File: src/rtl/synth_prog_pkg.sv
package synth_prog_pkg;
  localparam int unsigned REF_CNT_W_D  = 14;
  localparam int unsigned SWALLOW_W_D  = 7;
  localparam int unsigned PROG_W_D     = 11;
  localparam int unsigned SYNC_DEPTH_D = 2;
  localparam logic        STEER_REF    = 1'b1;
  localparam logic        STEER_MAIN   = 1'b0;

  function automatic int unsigned max_u(int unsigned a, int unsigned b);
    return (a > b) ? a : b;
  endfunction
endpackage

File: src/rtl/sp_sync.sv
module sp_sync #(
  parameter int unsigned WIDTH  = 3,
  parameter int unsigned STAGES = 2
) (
  input  logic             clk,
  input  logic             rst,
  input  logic [WIDTH-1:0] async_in,
  output logic [WIDTH-1:0] sync_out
);
  logic [WIDTH-1:0] chain [STAGES];

  generate
    for (genvar s = 0; s < STAGES; s++) begin : g_stage
      if (s == 0) begin : g_first
        always_ff @(posedge clk) begin
          if (rst) chain[s] <= '0;
          else     chain[s] <= async_in;
        end
      end else begin : g_next
        always_ff @(posedge clk) begin
          if (rst) chain[s] <= '0;
          else     chain[s] <= chain[s-1];
        end
      end
    end
  endgenerate

  assign sync_out = chain[STAGES-1];
endmodule

File: src/rtl/sp_shifter.sv
module sp_shifter #(
  parameter int unsigned SR_W = 19
) (
  input  logic            clk,
  input  logic            rst,
  input  logic            shift_en,
  input  logic            bit_in,
  output logic [SR_W-1:0] sr
);
  always_ff @(posedge clk) begin
    if (rst)           sr <= '0;
    else if (shift_en) sr <= {sr[SR_W-2:0], bit_in};
  end

  // new bit enters at the low end, older bits move up by one place
  assert_shift_in_R1: assert property (@(posedge clk) disable iff (rst)
    shift_en |=> (sr[0] == $past(bit_in)) && (sr[SR_W-1:1] == $past(sr[SR_W-2:0])));

  // no serial edge, no movement
  assert_shift_idle_R5: assert property (@(posedge clk) disable iff (rst)
    !shift_en |=> $stable(sr));
endmodule

File: src/rtl/sp_latches.sv
module sp_latches
  import synth_prog_pkg::*;
#(
  parameter int unsigned REF_CNT_W = REF_CNT_W_D,
  parameter int unsigned SWALLOW_W = SWALLOW_W_D,
  parameter int unsigned PROG_W    = PROG_W_D,
  parameter int unsigned SR_W      = max_u(REF_CNT_W + 2, SWALLOW_W + PROG_W + 1)
) (
  input  logic                 clk,
  input  logic                 rst,
  input  logic                 load_stb,
  input  logic [SR_W-1:0]      sr,
  output logic [REF_CNT_W-1:0] ref_count,
  output logic                 prescale_sel,
  output logic [SWALLOW_W-1:0] swallow_count,
  output logic [PROG_W-1:0]    prog_count
);
  localparam int unsigned REF_W  = REF_CNT_W + 2;
  localparam int unsigned MAIN_W = SWALLOW_W + PROG_W + 1;

  logic steer;
  assign steer = sr[0];

  always_ff @(posedge clk) begin
    if (rst) begin
      ref_count    <= '0;
      prescale_sel <= 1'b0;
    end else if (load_stb && steer == STEER_REF) begin
      ref_count    <= sr[REF_W-1:2];
      prescale_sel <= sr[1];
    end
  end

  always_ff @(posedge clk) begin
    if (rst) begin
      swallow_count <= '0;
      prog_count    <= '0;
    end else if (load_stb && steer == STEER_MAIN) begin
      prog_count    <= sr[MAIN_W-1:SWALLOW_W+1];
      swallow_count <= sr[SWALLOW_W:1];
    end
  end

  assert_ref_capture_R2: assert property (@(posedge clk) disable iff (rst)
    (load_stb && sr[0]) |=> (ref_count == $past(sr[REF_W-1:2])) && (prescale_sel == $past(sr[1])));

  assert_main_capture_R3: assert property (@(posedge clk) disable iff (rst)
    (load_stb && !sr[0]) |=> (prog_count == $past(sr[MAIN_W-1:SWALLOW_W+1]))
                           && (swallow_count == $past(sr[SWALLOW_W:1])));

  assert_main_kept_R4: assert property (@(posedge clk) disable iff (rst)
    (load_stb && sr[0]) |=> $stable(prog_count) && $stable(swallow_count));

  assert_ref_kept_R4: assert property (@(posedge clk) disable iff (rst)
    (load_stb && !sr[0]) |=> $stable(ref_count) && $stable(prescale_sel));

  assert_hold_between_loads_R5: assert property (@(posedge clk) disable iff (rst)
    !load_stb |=> $stable(ref_count) && $stable(prescale_sel)
               && $stable(prog_count) && $stable(swallow_count));
endmodule

File: src/rtl/synth_serial_prog.sv
module synth_serial_prog
  import synth_prog_pkg::*;
#(
  parameter int unsigned REF_CNT_W  = REF_CNT_W_D,
  parameter int unsigned SWALLOW_W  = SWALLOW_W_D,
  parameter int unsigned PROG_W     = PROG_W_D,
  parameter int unsigned SYNC_DEPTH = SYNC_DEPTH_D
) (
  input  logic                 clk,
  input  logic                 rst,
  input  logic                 ser_clk,
  input  logic                 ser_data,
  input  logic                 ser_load,
  input  logic                 ser_load_driven,
  output logic [REF_CNT_W-1:0] ref_count,
  output logic                 prescale_sel,
  output logic [SWALLOW_W-1:0] swallow_count,
  output logic [PROG_W-1:0]    prog_count,
  output logic                 pump_sw_en
);
  localparam int unsigned SR_W = max_u(REF_CNT_W + 2, SWALLOW_W + PROG_W + 1);

  logic       load_level;
  logic [2:0] raw_lines;
  logic [2:0] synced;
  logic       sclk_s, sdata_s, load_s;
  logic       sclk_q;
  logic       sclk_rise, load_rise;
  logic [SR_W-1:0] sr;

  // open load pin reads as high
  assign load_level = ser_load | ~ser_load_driven;
  assign raw_lines  = {load_level, ser_data, ser_clk};

  sp_sync #(.WIDTH(3), .STAGES(SYNC_DEPTH)) u_sync (
    .clk(clk), .rst(rst), .async_in(raw_lines), .sync_out(synced)
  );

  assign sclk_s  = synced[0];
  assign sdata_s = synced[1];
  assign load_s  = synced[2];

  always_ff @(posedge clk) begin
    if (rst) begin
      sclk_q     <= 1'b0;
      pump_sw_en <= 1'b0;
    end else begin
      sclk_q     <= sclk_s;
      pump_sw_en <= load_s;
    end
  end

  assign sclk_rise = sclk_s & ~sclk_q;
  assign load_rise = load_s & ~pump_sw_en;

  sp_shifter #(.SR_W(SR_W)) u_shift (
    .clk(clk), .rst(rst), .shift_en(sclk_rise), .bit_in(sdata_s), .sr(sr)
  );

  sp_latches #(
    .REF_CNT_W(REF_CNT_W), .SWALLOW_W(SWALLOW_W), .PROG_W(PROG_W), .SR_W(SR_W)
  ) u_latch (
    .clk(clk), .rst(rst), .load_stb(load_rise), .sr(sr),
    .ref_count(ref_count), .prescale_sel(prescale_sel),
    .swallow_count(swallow_count), .prog_count(prog_count)
  );

  // a reset cycle leaves every output cleared
  assert_reset_clear_R8: assert property (@(posedge clk)
    rst |=> (ref_count == '0) && !prescale_sel && (swallow_count == '0)
          && (prog_count == '0) && !pump_sw_en);

  // the switch enable drops only after the synced load level is low
  assert_switch_off_R7: assert property (@(posedge clk) disable iff (rst)
    $fell(pump_sw_en) |-> !load_s);
endmodule

File: config.mk
export PLATFORM = sky130hd
export DESIGN_NAME = synth_serial_prog
export DESIGN_NICKNAME = d
export VERILOG_FILES = /design/src/rtl/synth_prog_pkg.sv /design/src/rtl/sp_sync.sv /design/src/rtl/sp_shifter.sv /design/src/rtl/sp_latches.sv /design/src/rtl/synth_serial_prog.sv
export SDC_FILE = /design/constraint.sdc
export NUM_CORES = 1
export LEC_CHECK = 0
export CAP_MARGIN = 20
export CORE_MARGIN = 1.5
export CORE_UTILIZATION = 45
export CTS_CLUSTER_DIAMETER = 30
export DETAILED_ROUTE_END_ITERATION = 10
export MAX_ROUTING_LAYER = met4
export PLACE_DENSITY = 0.71
export SLEW_MARGIN = 20
export SYNTH_ARGS = -nofsm -noshare
export SYNTH_HDL_FRONTEND = slang
export SYNTH_SLANG_ARGS = --single-unit
export TNS_END_PERCENT = 50
File: constraint.sdc
create_clock -name clk -period 1.4 [get_ports clk]
set_input_delay 0.42 -clock clk [delete_from_list [all_inputs] [get_ports clk]]
set_output_delay 0.42 -clock clk [all_outputs]
set_load 0.01 [all_outputs]
**Word level (Yosys, flattened, before mapping)**

Memory sizes are Yosys's and may differ from the RTL's.
Cells that the tools add are included.

- Reduce and logical (&&, ||, !) cells: 2
- Muxes and demuxes: 5
- Bitwise gates (word level): 9

Operators by type and width:

| kind | number |
|---|---|
| $mux 3 | 2 |
| $not 1->1 | 4 |
| $mux 1 | 3 |
| $or 1x1->1 | 3 |
| $and 1x1->1 | 2 |
| $logic_and 1x1->1 | 2 |

- Memories: 1
- RAM bits: 6
- Register bits: 54
- Bits of input ports: 6

Memory list:

| name | words | width | rd ports | clocked after memory_dff | wr ports | line | text |
|---|---|---|---|---|---|---|---|
| u_sync.chain | 2 | 3 | 2 | 0 | 2 | sp_sync.sv:10 | `logic [WIDTH-1:0] chain [STAGES];` |

**Longest topological paths before layout**

- Depth in word-level cells: 3
- Mapped depth: 5
- Mapped depth without buffers: 3

**Hierarchy**

From an unflattened synthesis, not the netlist that was laid out.

- Cells, all modules: 209
- Area total of the unflattened synthesis: 2,294.7 um2

Modules (own cells, without submodules):

| module | cells an instance | times used | sequential area each (um2) | area each (um2) |
|---|---|---|---|---|
| sp_latches | 129 | 1 | 660.6 | 1,377.6 |
| sp_shifter | 61 | 1 | 380.4 | 683.2 |
| sp_sync | 12 | 1 | 120.1 | 157.7 |
| synth_serial_prog | 7 | 1 | 40.0 | 76.3 |

**Least setup slack after synthesis**

OpenSTA, ideal clock, no wires.

- Path type: register to register
- Start: register u_shift.sr[0]
- End: register u_latch.prog_count[6]
- Stages on the path, launching flop included: 6
- Data required time: 1.268 ns
- Path slack: 0.169 ns
- Arrival time: 1.098 ns
- Buffers on the path: 2
- Cell sequence: dfxtp_1 > or3b_1 > buf_6 > buf_8 > nand2_1 > a21oi_1

- Word-level cells in the longest chain between the ends: 2

Ends and longest elaborated chain:

| element | line | text |
|---|---|---|
| start, declared | sp_shifter.sv:8 | `output logic [SR_W-1:0] sr` |
| start signal, assigned | sp_shifter.sv:12 | `else if (shift_en) sr <= {sr[SR_W-2:0], bit_in};` |
| $not 1->1 | sp_latches.sv:38 | `end else if (load_stb && steer == STEER_MAIN) begin` |
| $logic_and 1x1->1 | sp_latches.sv:38 |  |
| end signal, assigned | sp_latches.sv:39 | `prog_count <= sr[MAIN_W-1:SWALLOW_W+1];` |
| end, declared | sp_latches.sv:16 | `output logic [PROG_W-1:0] prog_count` |

No other way between the ends.
A chain may end at the register's enable or synchronous reset.

**Final worst setup path**

- Start: register u_latch.prog_count[3]
- End: output prog_count[3]

RTL lines:

| element | line | text |
|---|---|---|
| end, declared | synth_serial_prog.sv:18 | `output logic [PROG_W-1:0] prog_count,` |

No word-level cell between the ends.

==> impl_metrics.tcl <==
set metrics [dict create \
    timing.final.setup_violations 0 \
    drv_cap 0 \
    detailed_place_hpwl_um 2637 \
    fp.dieH_um 70.76 \
    synth_compound_area_share_pct 12.84 \
    pwr_density_cell_nw_per_um2 1175 \
    numCtsBuffers 9 \
    netlist_area_sq_um 2066 \
    drt-initial-drc-count 120 \
    areaGrowthSynthToFinish_pct 25.86 \
    tritoncts "yes" \
    clk-insertion-delay-late_ns 0.32 \
    core.rowCount 24 \
    flip_flop_and_latch_count_after_synthesis 60 \
    cp_peak_stage_delay_ns 0.33 \
    critical_path.endpoint_type "output port" \
    minimum_clock_period_ns 1.347 \
    synth_area_leader_cell "sky130_fd_sc_hd__dfxtp_1" \
    path_buf_inv 1 \
    grt_start_max_net_pins 61 \
    clockRootBuffer "sky130_fd_sc_hd__clkbuf_8" \
    detailroute.via_count 1705 \
    detail-route-antenna-nets 0 \
    synthesis.yosys.warnings 0 \
    timing.reg2reg.worst_path_depth 5 \
    synth-simple-area-share_pct 23.92 \
    critPathTopFamily "flip-flops" \
    timing.critical_path.slowest_stage_cell "sky130_fd_sc_hd__dfxtp_1" \
    wire_per_inst_um 12.01 \
    worst_clock_skew_ns 0.003339 \
    crit_path_start "u_latch.prog_count[3]" \
    r2r_slack_ns 0.12 \
    critical_path_class "register to output port" \
    start_util_pct 47.12 \
    synthesis.instances 248 \
    timing_worst_slew_pin_value_ns 0.3131 \
    synth_area_per_cell_sq_um 8.330 \
    detail_route.wirelength_um 4119 \
    cts_max_path_buffers 2 \
    clkSlewWorstSetupHoldPaths_ns 0.06 \
    fin_nets 296 \
    start_kind "register" \
    combinational_family_with_the_most_area_after_synthesis "simple AND/OR/NAND/NOR gates" \
    numPortBuffers 39 \
    power.total_uw 3055 \
    drc 0 \
    tightest_slew_margin_relative_to_the_limit_pct 79.13 \
    ioPinCount 40 \
    unrepaired_setup_endpoints_after_global_routing "no" \
    die_width_um 70.76 \
    cp_num_cells 1 \
    critical_path_arrival_ns 0.93 \
    yosys.area_share.adder_pct 0 \
    hp_class "register to register" \
    design.die.area_sq_um 5006 \
    p_leak_uw 0.001034 \
    grt_remaining_overflow 0 \
    groute.usage.overall_pct 18.73 \
    detail_route.first_pass.iterations 4 \
    grt_pass1_vias 1593 \
    gp_congestion 0.7307 \
    num_antenna_cells 0 \
    fp.coreArea_sq_um 4384 \
    yosysTopAreaCellShare_pct 58.15 \
    clock-sinks 60 \
    reg2reg_capture_point "u_latch.prog_count[9]" \
    timing.final.hold_violations 0 \
    synthesized_net_count 254 \
    cts_h_tree_lvls 3 \
    post_drt_via_cell_ratio 4.971 \
    status "complete, no violations" \
    synthXorXnorAreaFrac_pct 0 \
    critical_path.reg2reg.startpoint "pump_sw_en" \
    number_of_distinct_standard_cells_referenced_by_the_synthesized_netlist 16 \
    grt_first_pass_wirelength_um 7113 \
    synth_top_cells_by_area "sky130_fd_sc_hd__dfxtp_1 (58%), sky130_fd_sc_hd__nand2_1 (19%), sky130_fd_sc_hd__a21oi_1 (13%)" \
    vdd.ir_drop.worst_mv 0.6331 \
    final_max_slew_viol_count 0 \
    crit_required_ns 0.98 \
    post_route_cells_drive_above_1_share_pct 7.904 \
    min_period_over_period_pct 96.23 \
    crit_chain "dlygate4sd2_1" \
    critical_path_peak_fanout 2 \
    timing.fmax_mhz 742.2 \
    final.fill_count 400 \
    final_setup_tns_ns 0 \
    post_synth_mux_area_share_pct 0 \
    synth-seq-area-share_pct 58.15 \
    endpoint "prog_count[3]" \
    number_of_antenna_violations_at_the_first_check_in_global_routing 0 \
]
-- worst min-delay path by stage --
stage,from,to,cells after the start
after global routing,u_sync.chain[0][0],u_sync.chain[1][0],1
after floorplan,u_sync.chain[0][0],u_sync.chain[1][0],1
final,u_sync.chain[1][1],u_shift.sr[0],2
after detailed placement,u_sync.chain[0][0],u_sync.chain[1][0],1
after CTS,u_sync.chain[1][1],u_shift.sr[0],2
after global placement,u_sync.chain[0][1],u_sync.chain[1][1],1
-- metal layers --
layer	vias to the layer above	wire length (um)	global-route usage, %
met3	9	178	5.983
li1	870	-	-
met2	44	1976	28.45
met5	-	0	-
met1	782	1870	22.10
met4	0	93	10.06
-- cell usage after synthesis --
cell type and count:
sky130_fd_sc_hd__buf_6 2, sky130_fd_sc_hd__nand2_1 103, sky130_fd_sc_hd__and3b_2 1, sky130_fd_sc_hd__clkbuf_1 7
sky130_fd_sc_hd__inv_1 1, sky130_fd_sc_hd__nand2_2 1, sky130_fd_sc_hd__buf_4 1, sky130_fd_sc_hd__or3b_1 1
sky130_fd_sc_hd__nor2b_1 8, sky130_fd_sc_hd__nand3b_1 1, sky130_fd_sc_hd__buf_8 1, sky130_fd_sc_hd__nor3b_4 1
sky130_fd_sc_hd__a21oi_1 53, sky130_fd_sc_hd__nand2b_1 1, sky130_fd_sc_hd__dfxtp_1 60, sky130_fd_sc_hd__buf_2 6
-- cell families after synthesis --
group / after synthesis
simple gates: 117
flops: 60
compound gates: 53
buf+inv: 18
-- registers in the layout, indices dropped and copies added, names as in the netlist --
register	count
pump_sw_en	1
u_latch.prog_count	11
u_latch.ref_count	14
sclk_q	1
u_latch.swallow_count	7
u_latch.prescale_sel	1
u_sync.chain	6
u_shift.sr	19
-- area by class of cell --
type	count	area, sq um	area share [%]
multi-input combinational	170	759.5	29.21
tap	52	65.06	2.502
timing repair buffer	48	425.4	16.36
sequential	60	1201	46.20
clock buffer	12	145.1	5.582
inverter	1	3.754	0.1444
-- through the flow --
stage / setup slack, ns / utilization, % / hold slack, ns / cell area [sq um] / cells
after global routing: 0.001405 / 59.30 / 0.4501 / 2600 / 343
after floorplan: 0.1693 / - / 0.4138 / 2066 / 248
after CTS: 0.03417 / 59.25 / 0.4394 / 2597 / 343
after global placement: 0.1238 / 56.91 / 0.4188 / 2495 / 331
final: 0.05274 / 59.30 / 0.4355 / 2600 / 343
after detailed placement: 0.1137 / 56.91 / 0.4281 / 2495 / 331
-- cell usage in the layout (no fill, tap or decap) --
cell type,synthesis,layout
sky130_fd_sc_hd__clkdlybuf4s50_1,0,4
sky130_fd_sc_hd__clkdlybuf4s15_1,0,2
sky130_fd_sc_hd__clkbuf_8,0,10
sky130_fd_sc_hd__nor3b_4,1,1
sky130_fd_sc_hd__dlygate4sd2_1,0,32
sky130_fd_sc_hd__buf_2,6,1
sky130_fd_sc_hd__a21oi_1,53,53
sky130_fd_sc_hd__dfxtp_1,60,60
sky130_fd_sc_hd__buf_4,1,8
sky130_fd_sc_hd__clkbuf_1,7,2
sky130_fd_sc_hd__or3b_1,1,1
sky130_fd_sc_hd__buf_12,0,1
sky130_fd_sc_hd__nand2_2,1,1
sky130_fd_sc_hd__and3b_2,1,1
sky130_fd_sc_hd__nand3b_1,1,1
sky130_fd_sc_hd__nand2_1,103,103
sky130_fd_sc_hd__inv_1,1,1
sky130_fd_sc_hd__nand2b_1,1,1
sky130_fd_sc_hd__nor2b_1,8,8
-- report_power, final --
group / internal, uW / switching, uW / leakage [uW]
clock network: 652 / 574 / 0.0000743
registers: 1720 / 5.30 / 0.000485
logic: 39.8 / 65.2 / 0.000475
-- what timing repair did --
action                                  in CTS  in global routing
resized for setup                           34                  2
hold buffers                                 0                  0
endpoints found under the setup margin      34                  2
buffers inserted                             0                  0
Note: power is estimated with default switching activity, not from simulation.
